===== src/rtl/rtc_pkg.sv =====
package rtc_pkg;

  typedef struct packed {
    logic       stop;
    logic [6:0] sec;
    logic [6:0] min;
    logic [5:0] hour;
    logic [2:0] dow;
    logic [5:0] date;
    logic [4:0] mon;
    logic [7:0] year;
    logic [7:0] cent;
  } rtc_time_t;

  localparam rtc_time_t RTC_RESET = '{stop: 1'b0, sec: 7'h00, min: 7'h00,
                                      hour: 6'h00, dow: 3'd1, date: 6'h01,
                                      mon: 5'h01, year: 8'h00, cent: 8'h00};

  // Next packed-BCD value, wrapping from last to first.
  function automatic logic [7:0] bcd_inc(input logic [7:0] v,
                                         input logic [7:0] last,
                                         input logic [7:0] first);
    if (v == last)
      return first;
    else if (v[3:0] == 4'h9)
      return {v[7:4] + 4'h1, 4'h0};
    else
      return v + 8'h01;
  endfunction

  // Last date of a month; leap when the BCD year is a multiple of four.
  function automatic logic [5:0] month_last(input logic [4:0] mon,
                                            input logic       tens_odd,
                                            input logic [1:0] ones_lo);
    logic leap;
    leap = tens_odd ? (ones_lo == 2'b10) : (ones_lo == 2'b00);
    case (mon)
      5'h02:                      return leap ? 6'h29 : 6'h28;
      5'h04, 5'h06, 5'h09, 5'h11: return 6'h30;
      default:                    return 6'h31;
    endcase
  endfunction

endpackage


===== src/rtl/rtc_counter.sv =====
module rtc_counter
  import rtc_pkg::*;
(
  input  logic      clk,
  input  logic      rst,
  input  logic      tick_i,
  input  logic      load_i,
  input  rtc_time_t load_val_i,
  output rtc_time_t live_o
);

  rtc_time_t cur, nxt;
  logic      adv;
  logic      c_sec, c_min, c_hour, c_date, c_mon, c_year;
  logic [5:0] mlast;

  assign cur = live_o;
  assign adv = tick_i && !cur.stop;

  always_comb begin
    mlast  = month_last(cur.mon, cur.year[4], cur.year[1:0]);
    c_sec  = adv    && (cur.sec  == 7'h59);
    c_min  = c_sec  && (cur.min  == 7'h59);
    c_hour = c_min  && (cur.hour == 6'h23);
    c_date = c_hour && (cur.date == mlast);
    c_mon  = c_date && (cur.mon  == 5'h12);
    c_year = c_mon  && (cur.year == 8'h99);
    nxt = cur;
    if (adv)    nxt.sec  = 7'(bcd_inc({1'b0, cur.sec}, 8'h59, 8'h00));
    if (c_sec)  nxt.min  = 7'(bcd_inc({1'b0, cur.min}, 8'h59, 8'h00));
    if (c_min)  nxt.hour = 6'(bcd_inc({2'b0, cur.hour}, 8'h23, 8'h00));
    if (c_hour) begin
      nxt.dow  = 3'(bcd_inc({5'b0, cur.dow}, 8'h07, 8'h01));
      nxt.date = 6'(bcd_inc({2'b0, cur.date}, {2'b0, mlast}, 8'h01));
    end
    if (c_date) nxt.mon  = 5'(bcd_inc({3'b0, cur.mon}, 8'h12, 8'h01));
    if (c_mon)  nxt.year = bcd_inc(cur.year, 8'h99, 8'h00);
    if (c_year) nxt.cent = bcd_inc(cur.cent, 8'h99, 8'h00);
  end

  always_ff @(posedge clk) begin
    if (rst)         live_o <= RTC_RESET;
    else if (load_i) live_o <= load_val_i;   // commit wins; same-cycle tick dropped
    else             live_o <= nxt;
  end

endmodule


===== src/rtl/rtc_regwin.sv =====
module rtc_regwin
  import rtc_pkg::*;
#(
  parameter int unsigned ADDR_W   = 4,
  parameter int unsigned OFS_CENT = 1,
  parameter int unsigned OFS_CTRL = 8,
  parameter int unsigned OFS_SEC  = 9,
  parameter int unsigned OFS_MIN  = 10,
  parameter int unsigned OFS_HOUR = 11,
  parameter int unsigned OFS_DOW  = 12,
  parameter int unsigned OFS_DATE = 13,
  parameter int unsigned OFS_MON  = 14,
  parameter int unsigned OFS_YEAR = 15
) (
  input  logic              clk,
  input  logic              rst,
  input  logic              tick_i,
  input  logic              wr_en_i,
  input  logic [ADDR_W-1:0] addr_i,
  input  logic [7:0]        wdata_i,
  input  rtc_time_t         live_i,
  output rtc_time_t         shadow_o,
  output logic              frz_rd_o,
  output logic              frz_wr_o,
  output logic              commit_o
);

  logic ctrl_hit, resume_set, refresh, hold_q;

  assign ctrl_hit   = wr_en_i && (addr_i == ADDR_W'(OFS_CTRL));
  assign commit_o   = ctrl_hit && frz_wr_o && !wdata_i[7];
  assign resume_set = ctrl_hit && frz_rd_o && !frz_wr_o && (wdata_i[7:6] == 2'b00);
  assign refresh    = !frz_rd_o && !frz_wr_o && !hold_q;

  always_ff @(posedge clk) begin
    if (rst) begin
      frz_rd_o <= 1'b0;
      frz_wr_o <= 1'b0;
      hold_q   <= 1'b0;
      shadow_o <= RTC_RESET;
    end else begin
      if (ctrl_hit) begin
        frz_wr_o <= wdata_i[7];
        frz_rd_o <= wdata_i[6];
      end
      if (resume_set)  hold_q <= 1'b1;
      else if (tick_i) hold_q <= 1'b0;
      if (refresh) begin
        shadow_o <= live_i;
      end else if (frz_wr_o && wr_en_i) begin
        if (addr_i == ADDR_W'(OFS_SEC))  {shadow_o.stop, shadow_o.sec} <= wdata_i;
        if (addr_i == ADDR_W'(OFS_MIN))  shadow_o.min  <= wdata_i[6:0];
        if (addr_i == ADDR_W'(OFS_HOUR)) shadow_o.hour <= wdata_i[5:0];
        if (addr_i == ADDR_W'(OFS_DOW))  shadow_o.dow  <= wdata_i[2:0];
        if (addr_i == ADDR_W'(OFS_DATE)) shadow_o.date <= wdata_i[5:0];
        if (addr_i == ADDR_W'(OFS_MON))  shadow_o.mon  <= wdata_i[4:0];
        if (addr_i == ADDR_W'(OFS_YEAR)) shadow_o.year <= wdata_i;
        if (addr_i == ADDR_W'(OFS_CENT)) shadow_o.cent <= wdata_i;
      end
    end
  end

endmodule


===== src/rtl/rtc_rdmux.sv =====
module rtc_rdmux
  import rtc_pkg::*;
#(
  parameter int unsigned ADDR_W   = 4,
  parameter int unsigned OFS_CENT = 1,
  parameter int unsigned OFS_CTRL = 8,
  parameter int unsigned OFS_SEC  = 9,
  parameter int unsigned OFS_MIN  = 10,
  parameter int unsigned OFS_HOUR = 11,
  parameter int unsigned OFS_DOW  = 12,
  parameter int unsigned OFS_DATE = 13,
  parameter int unsigned OFS_MON  = 14,
  parameter int unsigned OFS_YEAR = 15
) (
  input  logic              clk,
  input  logic              rst,
  input  logic [ADDR_W-1:0] addr_i,
  input  rtc_time_t         shadow_i,
  input  logic              frz_rd_i,
  input  logic              frz_wr_i,
  output logic [7:0]        rdata_o
);

  logic [7:0] sel;

  always_comb begin
    sel = 8'h00;
    if (addr_i == ADDR_W'(OFS_CTRL)) sel = {frz_wr_i, frz_rd_i, 6'b0};
    if (addr_i == ADDR_W'(OFS_SEC))  sel = {shadow_i.stop, shadow_i.sec};
    if (addr_i == ADDR_W'(OFS_MIN))  sel = {1'b0, shadow_i.min};
    if (addr_i == ADDR_W'(OFS_HOUR)) sel = {2'b0, shadow_i.hour};
    if (addr_i == ADDR_W'(OFS_DOW))  sel = {5'b0, shadow_i.dow};
    if (addr_i == ADDR_W'(OFS_DATE)) sel = {2'b0, shadow_i.date};
    if (addr_i == ADDR_W'(OFS_MON))  sel = {3'b0, shadow_i.mon};
    if (addr_i == ADDR_W'(OFS_YEAR)) sel = shadow_i.year;
    if (addr_i == ADDR_W'(OFS_CENT)) sel = shadow_i.cent;
  end

  always_ff @(posedge clk) begin
    if (rst) rdata_o <= 8'h00;
    else     rdata_o <= sel;
  end

endmodule


===== src/rtl/rtc_shadow_top.sv =====
module rtc_shadow_top
  import rtc_pkg::*;
#(
  parameter int unsigned ADDR_W   = 4,
  parameter int unsigned OFS_CENT = 1,
  parameter int unsigned OFS_CTRL = 8,
  parameter int unsigned OFS_SEC  = 9,
  parameter int unsigned OFS_MIN  = 10,
  parameter int unsigned OFS_HOUR = 11,
  parameter int unsigned OFS_DOW  = 12,
  parameter int unsigned OFS_DATE = 13,
  parameter int unsigned OFS_MON  = 14,
  parameter int unsigned OFS_YEAR = 15
) (
  input  logic              clk,
  input  logic              rst,
  input  logic              tick_i,
  input  logic              wr_en_i,
  input  logic [ADDR_W-1:0] addr_i,
  input  logic [7:0]        wdata_i,
  output logic [7:0]        rdata_o
);

  rtc_time_t live, shadow;
  logic      commit, frz_rd, frz_wr;

  rtc_counter u_cnt (
    .clk(clk), .rst(rst), .tick_i(tick_i),
    .load_i(commit), .load_val_i(shadow), .live_o(live)
  );

  rtc_regwin #(
    .ADDR_W(ADDR_W), .OFS_CENT(OFS_CENT), .OFS_CTRL(OFS_CTRL), .OFS_SEC(OFS_SEC),
    .OFS_MIN(OFS_MIN), .OFS_HOUR(OFS_HOUR), .OFS_DOW(OFS_DOW), .OFS_DATE(OFS_DATE),
    .OFS_MON(OFS_MON), .OFS_YEAR(OFS_YEAR)
  ) u_win (
    .clk(clk), .rst(rst), .tick_i(tick_i), .wr_en_i(wr_en_i), .addr_i(addr_i),
    .wdata_i(wdata_i), .live_i(live), .shadow_o(shadow), .frz_rd_o(frz_rd),
    .frz_wr_o(frz_wr), .commit_o(commit)
  );

  rtc_rdmux #(
    .ADDR_W(ADDR_W), .OFS_CENT(OFS_CENT), .OFS_CTRL(OFS_CTRL), .OFS_SEC(OFS_SEC),
    .OFS_MIN(OFS_MIN), .OFS_HOUR(OFS_HOUR), .OFS_DOW(OFS_DOW), .OFS_DATE(OFS_DATE),
    .OFS_MON(OFS_MON), .OFS_YEAR(OFS_YEAR)
  ) u_rd (
    .clk(clk), .rst(rst), .addr_i(addr_i), .shadow_i(shadow),
    .frz_rd_i(frz_rd), .frz_wr_i(frz_wr), .rdata_o(rdata_o)
  );

endmodule


===== config.mk =====
export PLATFORM = sky130hd
export DESIGN_NAME = rtc_shadow_top
export DESIGN_NICKNAME = d
export VERILOG_FILES = /design/src/rtl/rtc_pkg.sv /design/src/rtl/rtc_counter.sv /design/src/rtl/rtc_regwin.sv /design/src/rtl/rtc_rdmux.sv /design/src/rtl/rtc_shadow_top.sv
export SDC_FILE = /design/constraint.sdc
export NUM_CORES = 1
export LEC_CHECK = 0
export BUFFER_PORTS_ARGS = -buffer_cell sky130_fd_sc_hd__buf_2
export CAP_MARGIN = 20
export CORE_MARGIN = 5
export CORE_UTILIZATION = 60
export DETAILED_ROUTE_END_ITERATION = 12
export PLACE_DENSITY = 0.85
export SETUP_SLACK_MARGIN = 0.5
export SYNTH_ARGS = -nofsm -noshare
export SYNTH_HDL_FRONTEND = slang
export SYNTH_SLANG_ARGS = --single-unit

===== constraint.sdc =====
create_clock -name clk -period 3.35 [get_ports clk]
set_clock_uncertainty 0.05 [all_clocks]
set_input_delay 0 -clock clk [delete_from_list [all_inputs] [get_ports clk]]
set_output_delay 0 -clock clk [all_outputs]
set_load 0.01 [all_outputs]

==> summary by stage <==
Synthesis
The largest family of logic cells by synthesized area is simple AND/OR/NAND/NOR gates. The synthesized netlist devotes 25.1% of its cell area to simple gates. The number of flops mapped to enable cells by yosys is 0. After synthesis, flip-flops and latches occupy between 30% and 40% of the total area.

The average cell area after synthesis is ~8 µm². Among all flip-flop cells after synthesis, the most frequent one is sky130_fd_sc_hd__dfxtp_1. The cell count after synthesis came out at ~860. The count of distinct cell types in the synthesized netlist is 72. After Yosys synthesis, XOR and XNOR cells account for around 1.4% of the synthesized area.

The area fraction in compound gates after synthesis is 22.2%. The register bit total from synthesis is approximately 110. Yosys printed 0 warnings.

Of the total synthesized cell area, the portion taken by full adders, half adders and majority gates is between 3 and 4%. When the netlist entered floorplanning its net count stood at 900. The mapped netlist covers slightly below 0.007 mm². Counting flops with an async set or reset pin after synthesis yields a share of 0%. The share of synthesized area spent on multiplexers is a little under a tenth.

GRT
For met1 alone, demand over resource in global routing was between 30% and 40%. met2 is the most crowded layer. For met3 alone, demand over resource in global routing was 6.26%. Entering global routing, the biggest net connects 59 pins. The first global-routing pass estimated around 33 mm of wire. The via count of the first global-routing pass came to approximately 6300. The overall routing resource usage is between 20% and 30%. The overall overflow remaining after global route is 0. The met2 layer usage reported by global route is between 40% and 50%. The initial antenna violation count is 1.

Worst setup path
The kind of launch point of the worst setup path is a flip-flop. At the worst endpoint, the required time is approximately 3700 ps. In this run the register-to-register setup slack is 640 ps. The end of the worst register-to-register path is u_cnt.live_o[11]. The kind of end point of the critical path is a flip-flop.

At the worst endpoint, the arrival time is 3020 ps. The source of the worst register-to-register timing path is u_cnt.live_o[16]. Of all nets on the critical path, the largest fanout is 13. The worst setup path category is reg -> reg. Counting cells, the worst reg-to-reg path comes to 6.

Route
The average routed wire per standard cell is between 15 and 20 µm. The final route contains ~6800 vias. The first routing iteration left a little over 800 violations. After detailed routing, the total wire length is 20.0 mm.

The per-cell via count in the routed design is around 6.7. The number of DRC violations after detailed routing is 0. The detail route stage leaves a number of antenna-violating nets equal to 0. The number of optimization iterations in the first detailed-route pass is 5.

Clocking
The clock root buffer is sky130_fd_sc_hd__clkbuf_16. The clock latency of the later-clocked register in the worst-skew pair is about 420 ps. CTS saw around 110 sinks. After clock tree synthesis, the clock-pin slew on the worst setup and hold paths is around 60 ps. The H-tree depth is 4. The clock passes through at most 2 buffers. The buffer count from post-CTS setup fixing is 0. TritonCTS built the clock tree. TritonCTS created 17 clock buffers.

Placed design
Once placement finished, the instance area stood at 0.00707 mm². Detailed placement finished with a half-perimeter wire length of between 10 and 15 mm. The number of port buffers is 23. Routability-driven placement finished with a final weighted congestion of ~0.9.

STA
The worst hold slack after final layout is 17.0 ps. The time the final worst path needs with I/O delays and setup is between 2000 and 3000 ps. Setup repair after global routing could not meet its margin everywhere. The number of endpoints with negative hold slack in the final report is 0. The final setup TNS is 0 ps. The slew at the pin with the worst max-slew slack is ~1100 ps. The worst pin sits at a relative slew slack of about 28%. Static timing analysis puts the maximum clock frequency at about 0.37 GHz.

The final critical path takes up between 80% and 90% of the cycle. Setup violations remaining at the end of the flow were counted as 0. The final count of pins violating max slew was 0.

Die
The area of the die is between 0.01 and 0.015 mm². The core region is approximately 0.011 mm². The floorplan die width is between 100 and 150 µm. The total I/O pin count is 24.

The height of the die is between 100 and 150 µm. The number of cell rows is 39. The initial cell density of the core is a little over 60%.

Final layout
The total non-filler cell area in the finished layout is between 0.007 and 0.008 mm². Relative to the synthesized area, the layout overhead comes to 12.4%. The filler cell count is approximately 860. The most common cell after layout, fill and taps aside is sky130_fd_sc_hd__dfxtp_1. The post-route netlist has a little under an eighth of its cells at a drive strength greater than 1. For this run, the post-layout net count is ~900. Leaving out fill and tap cells, the most frequent cells in the layout are sky130_fd_sc_hd__dfxtp_1, sky130_fd_sc_hd__nor2_1, sky130_fd_sc_hd__nand2_1.

Pwr
The worst vdd rail ir drop is ~430 µV. Summed over all cells, the static leakage comes to around 2.6 nW. The power per cell area is roughly 430 mW/mm².

Flow run
The number of max-capacitance violations reported is 0.

Min path
The startpoint of the tightest hold check path is wdata_i[2]. The path type of the worst min-delay path is in -> reg. The hold-critical path depth is 3. The hold path endpoint is u_win.shadow_o[23].

Run status
The run finished with clean final reports.
[logic make-up after synthesis]
logic type / Yosys count
buf+inv: 92
xor+xnor: 11
mux: 64
fa+ha+maj: 21
flops: 113
compound gates: 226
simple gates: 336
[Yosys cell counts, types with 8 or more instances]
| cell | n | area [µm²] |
|---|---|---|
| sky130_fd_sc_hd__nand2_1 | 62 | 233 |
| sky130_fd_sc_hd__a211oi_1 | 61 | 458 |
| sky130_fd_sc_hd__ha_1 | 21 | 263 |
| sky130_fd_sc_hd__mux2_2 | 11 | 124 |
| sky130_fd_sc_hd__nand2b_1 | 14 | 87.6 |
| sky130_fd_sc_hd__mux2i_1 | 53 | 531 |
| sky130_fd_sc_hd__o21ai_0 | 31 | 155 |
| sky130_fd_sc_hd__xnor2_1 | 10 | 87.6 |
| sky130_fd_sc_hd__nor3_1 | 32 | 160 |
| sky130_fd_sc_hd__a21oi_1 | 54 | 270 |
| sky130_fd_sc_hd__dfxtp_1 | 113 | 2260 |
| sky130_fd_sc_hd__a22oi_1 | 18 | 135 |
| sky130_fd_sc_hd__and3_1 | 8 | 50.1 |
| sky130_fd_sc_hd__nor2_1 | 106 | 398 |
| sky130_fd_sc_hd__o211ai_1 | 8 | 60.1 |
| sky130_fd_sc_hd__nand3_1 | 29 | 145 |
| sky130_fd_sc_hd__nor2b_1 | 16 | 100 |
| sky130_fd_sc_hd__inv_1 | 20 | 75.1 |
| sky130_fd_sc_hd__clkbuf_1 | 61 | 229 |
[per-stage QoR]
stage                     util, %  worst slack (ps)  total power [mW]  std cells
after global placement       62.2               690              1.56        975
after floorplan                 -               760              1.50        863
after CTS                    68.2               575              3.33       1016
after detailed placement     62.2               592              1.56        975
after global routing         68.3               492              3.42       1017
final                        68.3               644              3.34       1017
[state kept, by name (all words and copies together), names as in the netlist]
name            count
u_cnt.live_o       51
u_win.shadow_o     51
u_rd.rdata_o        8
u_win.frz_rd_o      1
u_win.frz_wr_o      1
u_win.hold_q        1
[cell type report]
type	instances	area [µm²]	share of cell area (%)
Multi-Input combinational cell	658	4310	55.5
Sequential cell	113	2260	29.1
Clock buffer	19	453	5.84
Timing Repair Buffer	50	343	4.42
Tap cell	143	179	2.31
Clock inverter	13	138	1.77
Inverter	20	75.1	0.967
Antenna cell	1	2.50	0.0322
[worst max path at each step]
| stage | cells past startpoint | from | slack [ps] | to |
|---|---|---|---|---|
| floorplan | 10 | u_cnt.live_o[43] | 760 | u_cnt.live_o[11] |
| global placement | 6 | u_cnt.live_o[16] | 690 | u_cnt.live_o[13] |
| detailed placement | 7 | u_cnt.live_o[43] | 590 | u_cnt.live_o[30] |
| CTS | 7 | u_cnt.live_o[43] | 570 | u_cnt.live_o[35] |
| global route | 9 | u_cnt.live_o[34] | 490 | u_cnt.live_o[11] |
| finish | 6 | u_cnt.live_o[16] | 640 | u_cnt.live_o[11] |
[critical path, cell delays in order, from the launching register on]
cell and delay [ps]:
sky130_fd_sc_hd__dfxtp_1 440, sky130_fd_sc_hd__or4b_4 610, sky130_fd_sc_hd__nor4b_4 260, sky130_fd_sc_hd__nor2_1 110, sky130_fd_sc_hd__or4_4 580, sky130_fd_sc_hd__or4_1 510
sky130_fd_sc_hd__nand3_1 80
[power by group]
part / leakage [nW] / internal (mW) / switching (mW)
clock: 0.273 / 1.13 / 0.664
sequential: 0.912 / 1.36 / 0.0155
combinational: 1.41 / 0.0536 / 0.118
total: 2.59 / 2.54 / 0.798
[per-layer routing]
metal | up-vias | wire length [µm]
met3 | 70 | 2100
met4 | 0 | 882
met1 | 3179 | 8190
met5 | - | 0
li1 | 3165 | -
met2 | 396 | 8810
[what timing repair did]
item | 4_1_cts | 5_1_grt
endpoints found under the setup margin | 0 | 9
gates resized for setup | 0 | 4
hold endpoints to repair | 28 | 0
hold buffers | 9 | 0
Note: power is estimated with default switching activity, not from simulation.
